$ cat src/rtl/i2ce_pkg.sv
package i2ce_pkg;
  typedef enum logic [2:0] {
    PH_IDLE, PH_DEV, PH_AHI, PH_ALO, PH_WDAT, PH_RDAT, PH_SKIP
  } phase_e;
  localparam logic [3:0] DEV_CODE = 4'b1010;
endpackage

$ cat src/rtl/i2ce_line_filter.sv
module i2ce_line_filter #(
  parameter int SYNC = 2,
  parameter int TAPS = 3
) (
  input  logic clk,
  input  logic rst,
  input  logic raw_i,
  output logic filt_o
);
  localparam int CW = $clog2(TAPS + 1);
  localparam int HALF = TAPS / 2;

  logic [SYNC-1:0] sync_q;
  logic [TAPS-1:0] win_q;
  logic [CW-1:0]   ones;
  logic            filt_q;

  always_comb begin
    ones = '0;
    for (int k = 0; k < TAPS; k++) ones = ones + CW'(win_q[k]);
  end

  always_ff @(posedge clk) begin
    if (rst) begin
      sync_q <= '1;
      win_q  <= '1;
      filt_q <= 1'b1;
    end else begin
      sync_q <= {sync_q[SYNC-2:0], raw_i};
      win_q  <= {win_q[TAPS-2:0], sync_q[SYNC-1]};
      filt_q <= (ones > CW'(HALF));
    end
  end

  assign filt_o = filt_q;

  // a single odd sample inside a settled window never moves the output
  p_one_sample_ignored_r13: assert property (@(posedge clk) disable iff (rst)
    (win_q == '1 && filt_q) |=> filt_q);
endmodule

$ cat src/rtl/i2ce_bus_events.sv
module i2ce_bus_events (
  input  logic clk,
  input  logic rst,
  input  logic scl_f,
  input  logic sda_f,
  output logic scl_rise,
  output logic scl_fall,
  output logic start_ev,
  output logic stop_ev
);
  logic scl_q, sda_q;

  always_ff @(posedge clk) begin
    if (rst) begin
      scl_q <= 1'b1;
      sda_q <= 1'b1;
    end else begin
      scl_q <= scl_f;
      sda_q <= sda_f;
    end
  end

  assign scl_rise = scl_f & ~scl_q;
  assign scl_fall = ~scl_f & scl_q;
  assign start_ev = scl_f & scl_q & sda_q & ~sda_f;
  assign stop_ev  = scl_f & scl_q & ~sda_q & sda_f;
endmodule

$ cat src/rtl/i2ce_engine.sv
module i2ce_engine
  import i2ce_pkg::*;
#(
  parameter int AW     = 14,
  parameter int PAGE_W = 6
) (
  input  logic          clk,
  input  logic          rst,
  input  logic          scl_rise,
  input  logic          scl_fall,
  input  logic          start_ev,
  input  logic          stop_ev,
  input  logic          scl_lvl,
  input  logic          sda_in,
  input  logic [2:0]    strap,
  input  logic          wp,
  input  logic          busy,
  output logic [AW-1:0] rd_addr,
  input  logic [7:0]    rd_data,
  output logic          wr_valid,
  output logic [AW-1:0] wr_addr,
  output logic [7:0]    wr_data,
  output logic          wr_commit,
  output logic          sda_oe
);
  localparam int HI_W = AW - 8;

  phase_e          phase, nxt;
  logic [3:0]      bitcnt;
  logic [7:0]      shreg, txreg;
  logic [AW-1:0]   ctr;
  logic [HI_W-1:0] hi_q;
  logic            wp_q, pend_q, oe_q;
  logic            wv_q, cm_q;
  logic [AW-1:0]   wa_q;
  logic [7:0]      wd_q;
  logic            dev_match;

  assign dev_match = (shreg[7:1] == {DEV_CODE, strap});

  always_ff @(posedge clk) begin
    if (rst) begin
      phase <= PH_IDLE; nxt <= PH_IDLE; bitcnt <= '0;
      shreg <= '0; txreg <= '0; ctr <= '0; hi_q <= '0;
      wp_q <= 1'b0; pend_q <= 1'b0; oe_q <= 1'b0;
      wv_q <= 1'b0; cm_q <= 1'b0; wa_q <= '0; wd_q <= '0;
    end else begin
      wv_q <= 1'b0;
      cm_q <= 1'b0;
      if (start_ev) begin
        phase  <= PH_DEV;
        bitcnt <= '0;
        oe_q   <= 1'b0;
        pend_q <= 1'b0;
      end else if (stop_ev) begin
        phase  <= PH_IDLE;
        bitcnt <= '0;
        oe_q   <= 1'b0;
        cm_q   <= pend_q;
        pend_q <= 1'b0;
      end else if (phase != PH_IDLE) begin
        if (scl_rise) begin
          if (bitcnt < 4'd8) begin
            shreg  <= {shreg[6:0], sda_in};
            bitcnt <= bitcnt + 4'd1;
          end else if (bitcnt == 4'd8) begin
            bitcnt <= 4'd9;
            if (phase == PH_RDAT) nxt <= sda_in ? PH_SKIP : PH_RDAT;
          end
        end else if (scl_fall) begin
          if (bitcnt == 4'd8) begin
            unique case (phase)
              PH_DEV: begin
                if (dev_match && !busy) begin
                  oe_q <= 1'b1;
                  nxt  <= shreg[0] ? PH_RDAT : PH_AHI;
                end else begin
                  nxt <= PH_SKIP;
                end
              end
              PH_AHI: begin
                oe_q <= 1'b1;
                hi_q <= shreg[HI_W-1:0];
                nxt  <= PH_ALO;
              end
              PH_ALO: begin
                oe_q <= 1'b1;
                ctr  <= {hi_q, shreg};
                nxt  <= PH_WDAT;
              end
              PH_WDAT: begin
                if (!wp_q) begin
                  oe_q   <= 1'b1;
                  wv_q   <= 1'b1;
                  wa_q   <= ctr;
                  wd_q   <= shreg;
                  pend_q <= 1'b1;
                  ctr    <= {ctr[AW-1:PAGE_W], ctr[PAGE_W-1:0] + 1'b1};
                  nxt    <= PH_WDAT;
                end else begin
                  nxt <= PH_SKIP;
                end
              end
              PH_RDAT: begin
                oe_q <= 1'b0;
                ctr  <= ctr + 1'b1;
              end
              default: oe_q <= 1'b0;
            endcase
          end else if (bitcnt == 4'd9) begin
            bitcnt <= '0;
            phase  <= nxt;
            if (phase == PH_ALO) wp_q <= wp;
            if (nxt == PH_RDAT) begin
              txreg <= {rd_data[6:0], 1'b0};
              oe_q  <= ~rd_data[7];
            end else begin
              oe_q <= 1'b0;
            end
          end else if (phase == PH_RDAT && bitcnt != 4'd0) begin
            oe_q  <= ~txreg[7];
            txreg <= {txreg[6:0], 1'b0};
          end
        end
      end
    end
  end

  assign rd_addr   = ctr;
  assign wr_valid  = wv_q;
  assign wr_addr   = wa_q;
  assign wr_data   = wd_q;
  assign wr_commit = cm_q;
  assign sda_oe    = oe_q;

  // a START always reopens the device-byte phase with SDA released
  p_start_opens_r1: assert property (@(posedge clk) disable iff (rst)
    start_ev |=> (phase == PH_DEV && !sda_oe));
  // nothing is driven outside a transaction
  p_idle_quiet_r1: assert property (@(posedge clk) disable iff (rst)
    (phase == PH_IDLE) |-> !sda_oe);
  // busy write engine means the device byte is refused
  p_busy_refuse_r10: assert property (@(posedge clk) disable iff (rst)
    (scl_fall && bitcnt == 4'd8 && phase == PH_DEV && busy) |=> !sda_oe);
  // a protected transaction never emits write data
  p_wp_blocks_r11: assert property (@(posedge clk) disable iff (rst)
    wv_q |-> !wp_q);
  // SDA is only pulled low while SCL is low
  p_oe_rise_low_r12: assert property (@(posedge clk) disable iff (rst)
    $rose(sda_oe) |-> !scl_lvl);
  // commit appears only as the transaction closes
  p_commit_idle_r6: assert property (@(posedge clk) disable iff (rst)
    wr_commit |-> (phase == PH_IDLE));
  // the counter steps by one after each transmitted byte
  p_read_step_r9: assert property (@(posedge clk) disable iff (rst)
    (scl_fall && bitcnt == 4'd8 && phase == PH_RDAT && !start_ev && !stop_ev)
      |=> (ctr == AW'($past(ctr) + 1'b1)));
endmodule

$ cat src/rtl/i2c_eeprom_target.sv
module i2c_eeprom_target #(
  parameter int ADDR_W = 14,
  parameter int PAGE_W = 6,
  parameter int SYNC   = 2,
  parameter int TAPS   = 3
) (
  input  logic              clk,
  input  logic              rst,
  input  logic              scl_i,
  input  logic              sda_i,
  output logic              sda_oe,
  input  logic [2:0]        strap_i,
  input  logic              wp_i,
  input  logic              wr_busy_i,
  output logic [ADDR_W-1:0] rd_addr,
  input  logic [7:0]        rd_data,
  output logic              wr_valid,
  output logic [ADDR_W-1:0] wr_addr,
  output logic [7:0]        wr_data,
  output logic              wr_commit
);
  localparam int LINES = 2;

  logic [LINES-1:0] raw_l, filt_l;
  logic scl_rise, scl_fall, start_ev, stop_ev;

  assign raw_l = {scl_i, sda_i};

  for (genvar g = 0; g < LINES; g++) begin : g_line
    i2ce_line_filter #(.SYNC(SYNC), .TAPS(TAPS)) u_filt (
      .clk(clk), .rst(rst), .raw_i(raw_l[g]), .filt_o(filt_l[g])
    );
  end

  i2ce_bus_events u_ev (
    .clk(clk), .rst(rst), .scl_f(filt_l[1]), .sda_f(filt_l[0]),
    .scl_rise(scl_rise), .scl_fall(scl_fall),
    .start_ev(start_ev), .stop_ev(stop_ev)
  );

  i2ce_engine #(.AW(ADDR_W), .PAGE_W(PAGE_W)) u_eng (
    .clk(clk), .rst(rst),
    .scl_rise(scl_rise), .scl_fall(scl_fall),
    .start_ev(start_ev), .stop_ev(stop_ev),
    .scl_lvl(filt_l[1]), .sda_in(filt_l[0]),
    .strap(strap_i), .wp(wp_i), .busy(wr_busy_i),
    .rd_addr(rd_addr), .rd_data(rd_data),
    .wr_valid(wr_valid), .wr_addr(wr_addr), .wr_data(wr_data),
    .wr_commit(wr_commit), .sda_oe(sda_oe)
  );
endmodule

$ cat config.mk
export PLATFORM = sky130hd
export DESIGN_NAME = i2c_eeprom_target
export DESIGN_NICKNAME = d
export VERILOG_FILES = /design/src/rtl/i2ce_pkg.sv /design/src/rtl/i2ce_line_filter.sv /design/src/rtl/i2ce_bus_events.sv /design/src/rtl/i2ce_engine.sv /design/src/rtl/i2c_eeprom_target.sv
export SDC_FILE = /design/constraint.sdc
export NUM_CORES = 1
export LEC_CHECK = 0
export BUFFER_PORTS_ARGS = -buffer_cell sky130_fd_sc_hd__buf_2
export CORE_MARGIN = 2
export CORE_UTILIZATION = 45
export DETAILED_ROUTE_END_ITERATION = 16
export PLACE_DENSITY = 0.74
export SETUP_SLACK_MARGIN = 0.4
export SYNTH_ARGS = -nofsm -noshare
export SYNTH_HDL_FRONTEND = slang
export SYNTH_SLANG_ARGS = --single-unit
$ cat constraint.sdc
create_clock -name clk -period 2.9 [get_ports clk]
set_clock_uncertainty 0.1 [all_clocks]
set_input_delay 0.145 -clock clk [delete_from_list [all_inputs] [get_ports clk]]
set_output_delay 0.145 -clock clk [all_outputs]
set_load 0.05 [all_outputs]
==> results.py <==
metrics = {
    "status": {
        "status": "complete, no violations",
    },
    "synthesis": {
        "syn_avg_cell_area_um2": 8.61,
        "synth_async_sr_flop_share_pct": 0,
        "syn-instance-count": 459,
        "syn-num-nets": 485,
        "seq_area_frac_synth_pct": 43.6,
        "synthesis.area_mm2": 0.00395,
        "synth-edff-count": 0,
        "synth_cell_types": 60,
        "main_flop_type_after_synthesis": "sky130_fd_sc_hd__dfxtp_1",
        "ys_ff_latch": 86,
        "ys.warnings.count": 0,
    },
    "routing": {
        "post_drt_via_cell_ratio": 5.52,
        "detailedRoute.firstPassIterationCount": 5,
        "wl_per_cell_um": 14.7,
        "finalWirelength_um": 9200,
        "num_vias": 3452,
        "drtAntennaViolNets": 0,
        "post-route-drc-count": 0,
        "detail_route.iter0.violations": 322,
    },
    "sta": {
        "layout_worst_path_cycle_share_pct": 81.8,
        "hold_fails_final_rpt": 0,
        "count_of_pins_over_their_slew_limit": 0,
        "worstMarginPinSlew_ns": 0.707,
        "final-setup-viol-count": 0,
        "timing.max_slew.rel_slack_pct": 52.8,
        "grt_setup_unrepaired": "no",
        "fin_crit_ns": 2.37,
        "fin_worst_hold_slack_ns": 0.0350,
        "setup_tns_ns": 0,
        "timing.fmax_mhz": 421,
        "final.setup.worst_slack_ns": 0.527,
    },
    "layout": {
        "multi_input_comb_area_mm2": 0.00207,
        "post_layout_util_pct": 52.7,
        "nNetsFinal": 538,
        "diodes": 0,
        "leading_cell_types_in_the_layout_fill_and_taps_excluded": "sky130_fd_sc_hd__dfxtp_1 (86), sky130_fd_sc_hd__nand2_1 (73), sky130_fd_sc_hd__buf_2 (55), sky130_fd_sc_hd__nor2_1 (46), sky130_fd_sc_hd__a21oi_1 (45)",
        "sequential_cell_area_mm2": 0.00172,
        "fillers": 819,
        "layout_commonest_cell": "sky130_fd_sc_hd__dfxtp_1",
        "area_growth_pct": 15.3,
        "drive_gt1_share_pct": 20.9,
    },
    "pwr": {
        "sequentialPowerShare_pct": 57.2,
        "power_switching_share_pct": 22.6,
        "vdd.ir_drop.worst_mv": 0.331,
        "total_switching_power_uw": 471,
        "share_comb_of_total_power_pct": 2.9,
        "pwr-share-clk_pct": 39.9,
        "cellLeakagePower_uw": 0.00173,
        "total_power_uw": 2080,
        "p_int_uw": 1610,
        "power_density_mw_per_mm2": 456,
    },
    "global_routing": {
        "grt_start_max_net_pins": 42,
        "vias_in_the_first_global_route": 3214,
        "total_grt_usage_pct": 19.6,
        "grt_first_pass_wirelength_um": 15400,
        "grt.overflow.total": 0,
        "antenna_violations_before_repair": 0,
    },
    "clock_network": {
        "clock_root_buffer": "sky130_fd_sc_hd__clkbuf_8",
        "clk_transition_reported_paths_ns": 0.09,
        "cts_made_buffers": 9,
        "h-tree-depth": 3,
        "clock_sinks": 86,
        "ctsLongestPathBuffers": 2,
        "clkLatencyLatePin_ns": 0.36,
        "tritoncts": "built",
    },
    "floorplan": {
        "pin_count": 56,
        "initial_core_util_pct": 45.7,
        "fp.coreArea_mm2": 0.00864,
        "placement_rows": 34,
        "floorplan.die.width_um": 97.7,
        "die_h_um": 97.7,
        "fp.dieArea_mm2": 0.00954,
    },
    "critical_path": {
        "timing.rr.end": "u_eng.wp_q",
        "start_kind": "flip-flop",
        "critical_path.startpoint": "u_eng.bitcnt[0]",
        "timing.critical_path.fanout_max": 10,
        "worst_ep_required_time_ns": 3.02,
        "r2r-start": "u_eng.bitcnt[0]",
        "reg2reg_setup_slack_ns": 0.53,
        "timing.reg2reg.worst_path_depth": 7,
        "worst-endpoint-arrival_ns": 2.49,
        "timing.setup.critical_path_class": "reg -> reg",
        "critical_path.endpoint_type": "flip-flop",
    },
    "run": {
        "max_cap_violations": 0,
    },
    "min_path": {
        "min_delay_worst_endpoint": "u_eng.txreg[1]",
        "hold_class": "in -> reg",
        "timing.hold.worst_path_depth": 4,
        "hp-start": "rd_data[0]",
    },
    "placed_design": {
        "half_perimeter_wire_length_after_detailed_placement_um": 6120,
        "detailedPlace.worstSlack_ns": 0.564,
        "routabilityCongestion": 0.895,
        "place.port_buffers": 55,
    },
}
## per-layer routing
layer | vias up | share of wire (%) | track usage, %
met5 | - | 0 | 0
met4 | 0 | 1.4 | 7.26
met3 | 11 | 4.4 | 3.09
met2 | 97 | 45 | 30.3
met1 | 1632 | 49 | 27.7
li1 | 1712 | - | -
## power by group through the flow
stage	clock network [uW]	logic [uW]	registers, uW
final	829	60.6	1190
after CTS	847	60.6	1190
after global routing	894	66.5	1190
after detailed placement	0	51.3	1220
after floorplan	0	31.9	1210
after global placement	0	50.7	1220
## worst max-delay path by stage
stage	endpoint	slack [ns]	depth (start not counted)
2_1_floorplan	u_eng.rd_addr[12]	0.75	6
3_3_place_gp	u_eng.wp_q	0.64	7
4_1_cts	u_eng.txreg[6]	0.55	8
3_5_place_dp	u_eng.txreg[6]	0.56	8
6_report	u_eng.wp_q	0.53	7
5_1_grt	u_eng.rd_addr[9]	0.40	7
## registers in the layout, indices dropped and copies added (netlist names), 2 cells and up
register,flops
g_line.u_filt.filt_o,2
u_eng.wr_addr,14
u_eng.nxt,3
u_eng.txreg,7
u_eng.bitcnt,4
u_eng.hi_q,6
u_eng.rd_addr,14
u_eng.wr_data,8
u_eng.phase,3
g_line.u_filt.win_q,6
g_line.u_filt.sync_q,4
u_eng.shreg,8
## final cells by class
type	count	share of cell area, %
Multi-Input combinational cell	339	45.6
Sequential cell	86	37.8
Timing Repair Buffer	70	9.01
Tap cell	108	2.97
Clock buffer	10	2.80
Clock inverter	6	1.35
Inverter	6	0.495
## critical path, stage by stage (launching register included)
cell and delay (ns):
sky130_fd_sc_hd__dfxtp_1 0.39, sky130_fd_sc_hd__inv_1 0.08, sky130_fd_sc_hd__ha_1 0.25, sky130_fd_sc_hd__and3b_2 0.33, sky130_fd_sc_hd__nor4_2 0.64, sky130_fd_sc_hd__nand4_1 0.21, sky130_fd_sc_hd__mux2i_1 0.18, sky130_fd_sc_hd__nor2_1 0.05
## cells in the mapped netlist (all sizes together) (6+ instances only)
library cell   n  area [um2]
ha             9         113
nand3         14        70.1
or2           16         100
o21ai         13        65.1
nor3           9        45.0
nand2b         6        37.5
buf           16        91.3
a21oi         45         225
mux2i         19         190
nor2          47         179
dfxtp         86        1720
a311oi         7        80.1
clkbuf        12        45.0
nand2         73         274
xor2           6        52.6
inv            6        22.5
nand3b         6        45.0
## through the flow
| step | area [um2] | instances |
|---|---|---|
| after global placement | 4270 | 600 |
| after floorplan | 3950 | 459 |
| after CTS | 4550 | 625 |
| after global routing | 4550 | 625 |
| after detailed placement | 4270 | 600 |
| final | 4550 | 625 |
## logic make-up after synthesis
| group | after synthesis | share of synthesized area, % |
|---|---|---|
| XOR/XNOR | 6 | 1.33 |
| AO/OA/AOI/OAI | 98 | 16.9 |
| adder cells (fa/ha/maj) | 9 | 2.85 |
| buffers and inverters | 34 | 4.02 |
| multiplexers | 21 | 5.38 |
| AND/OR/NAND/NOR | 205 | 25.9 |
| flip-flops | 86 | 43.6 |
## what timing repair did
| action | in CTS | in global routing |
|---|---|---|
| gates resized for setup | 0 | 2 |
| hold buffers | 9 | 0 |
| buffers inserted | 0 | 0 |
| setup endpoints to repair | 0 | 4 |
| endpoints found under the hold margin | 9 | 0 |
No activity file was read; power rests on OpenSTA's default activity.
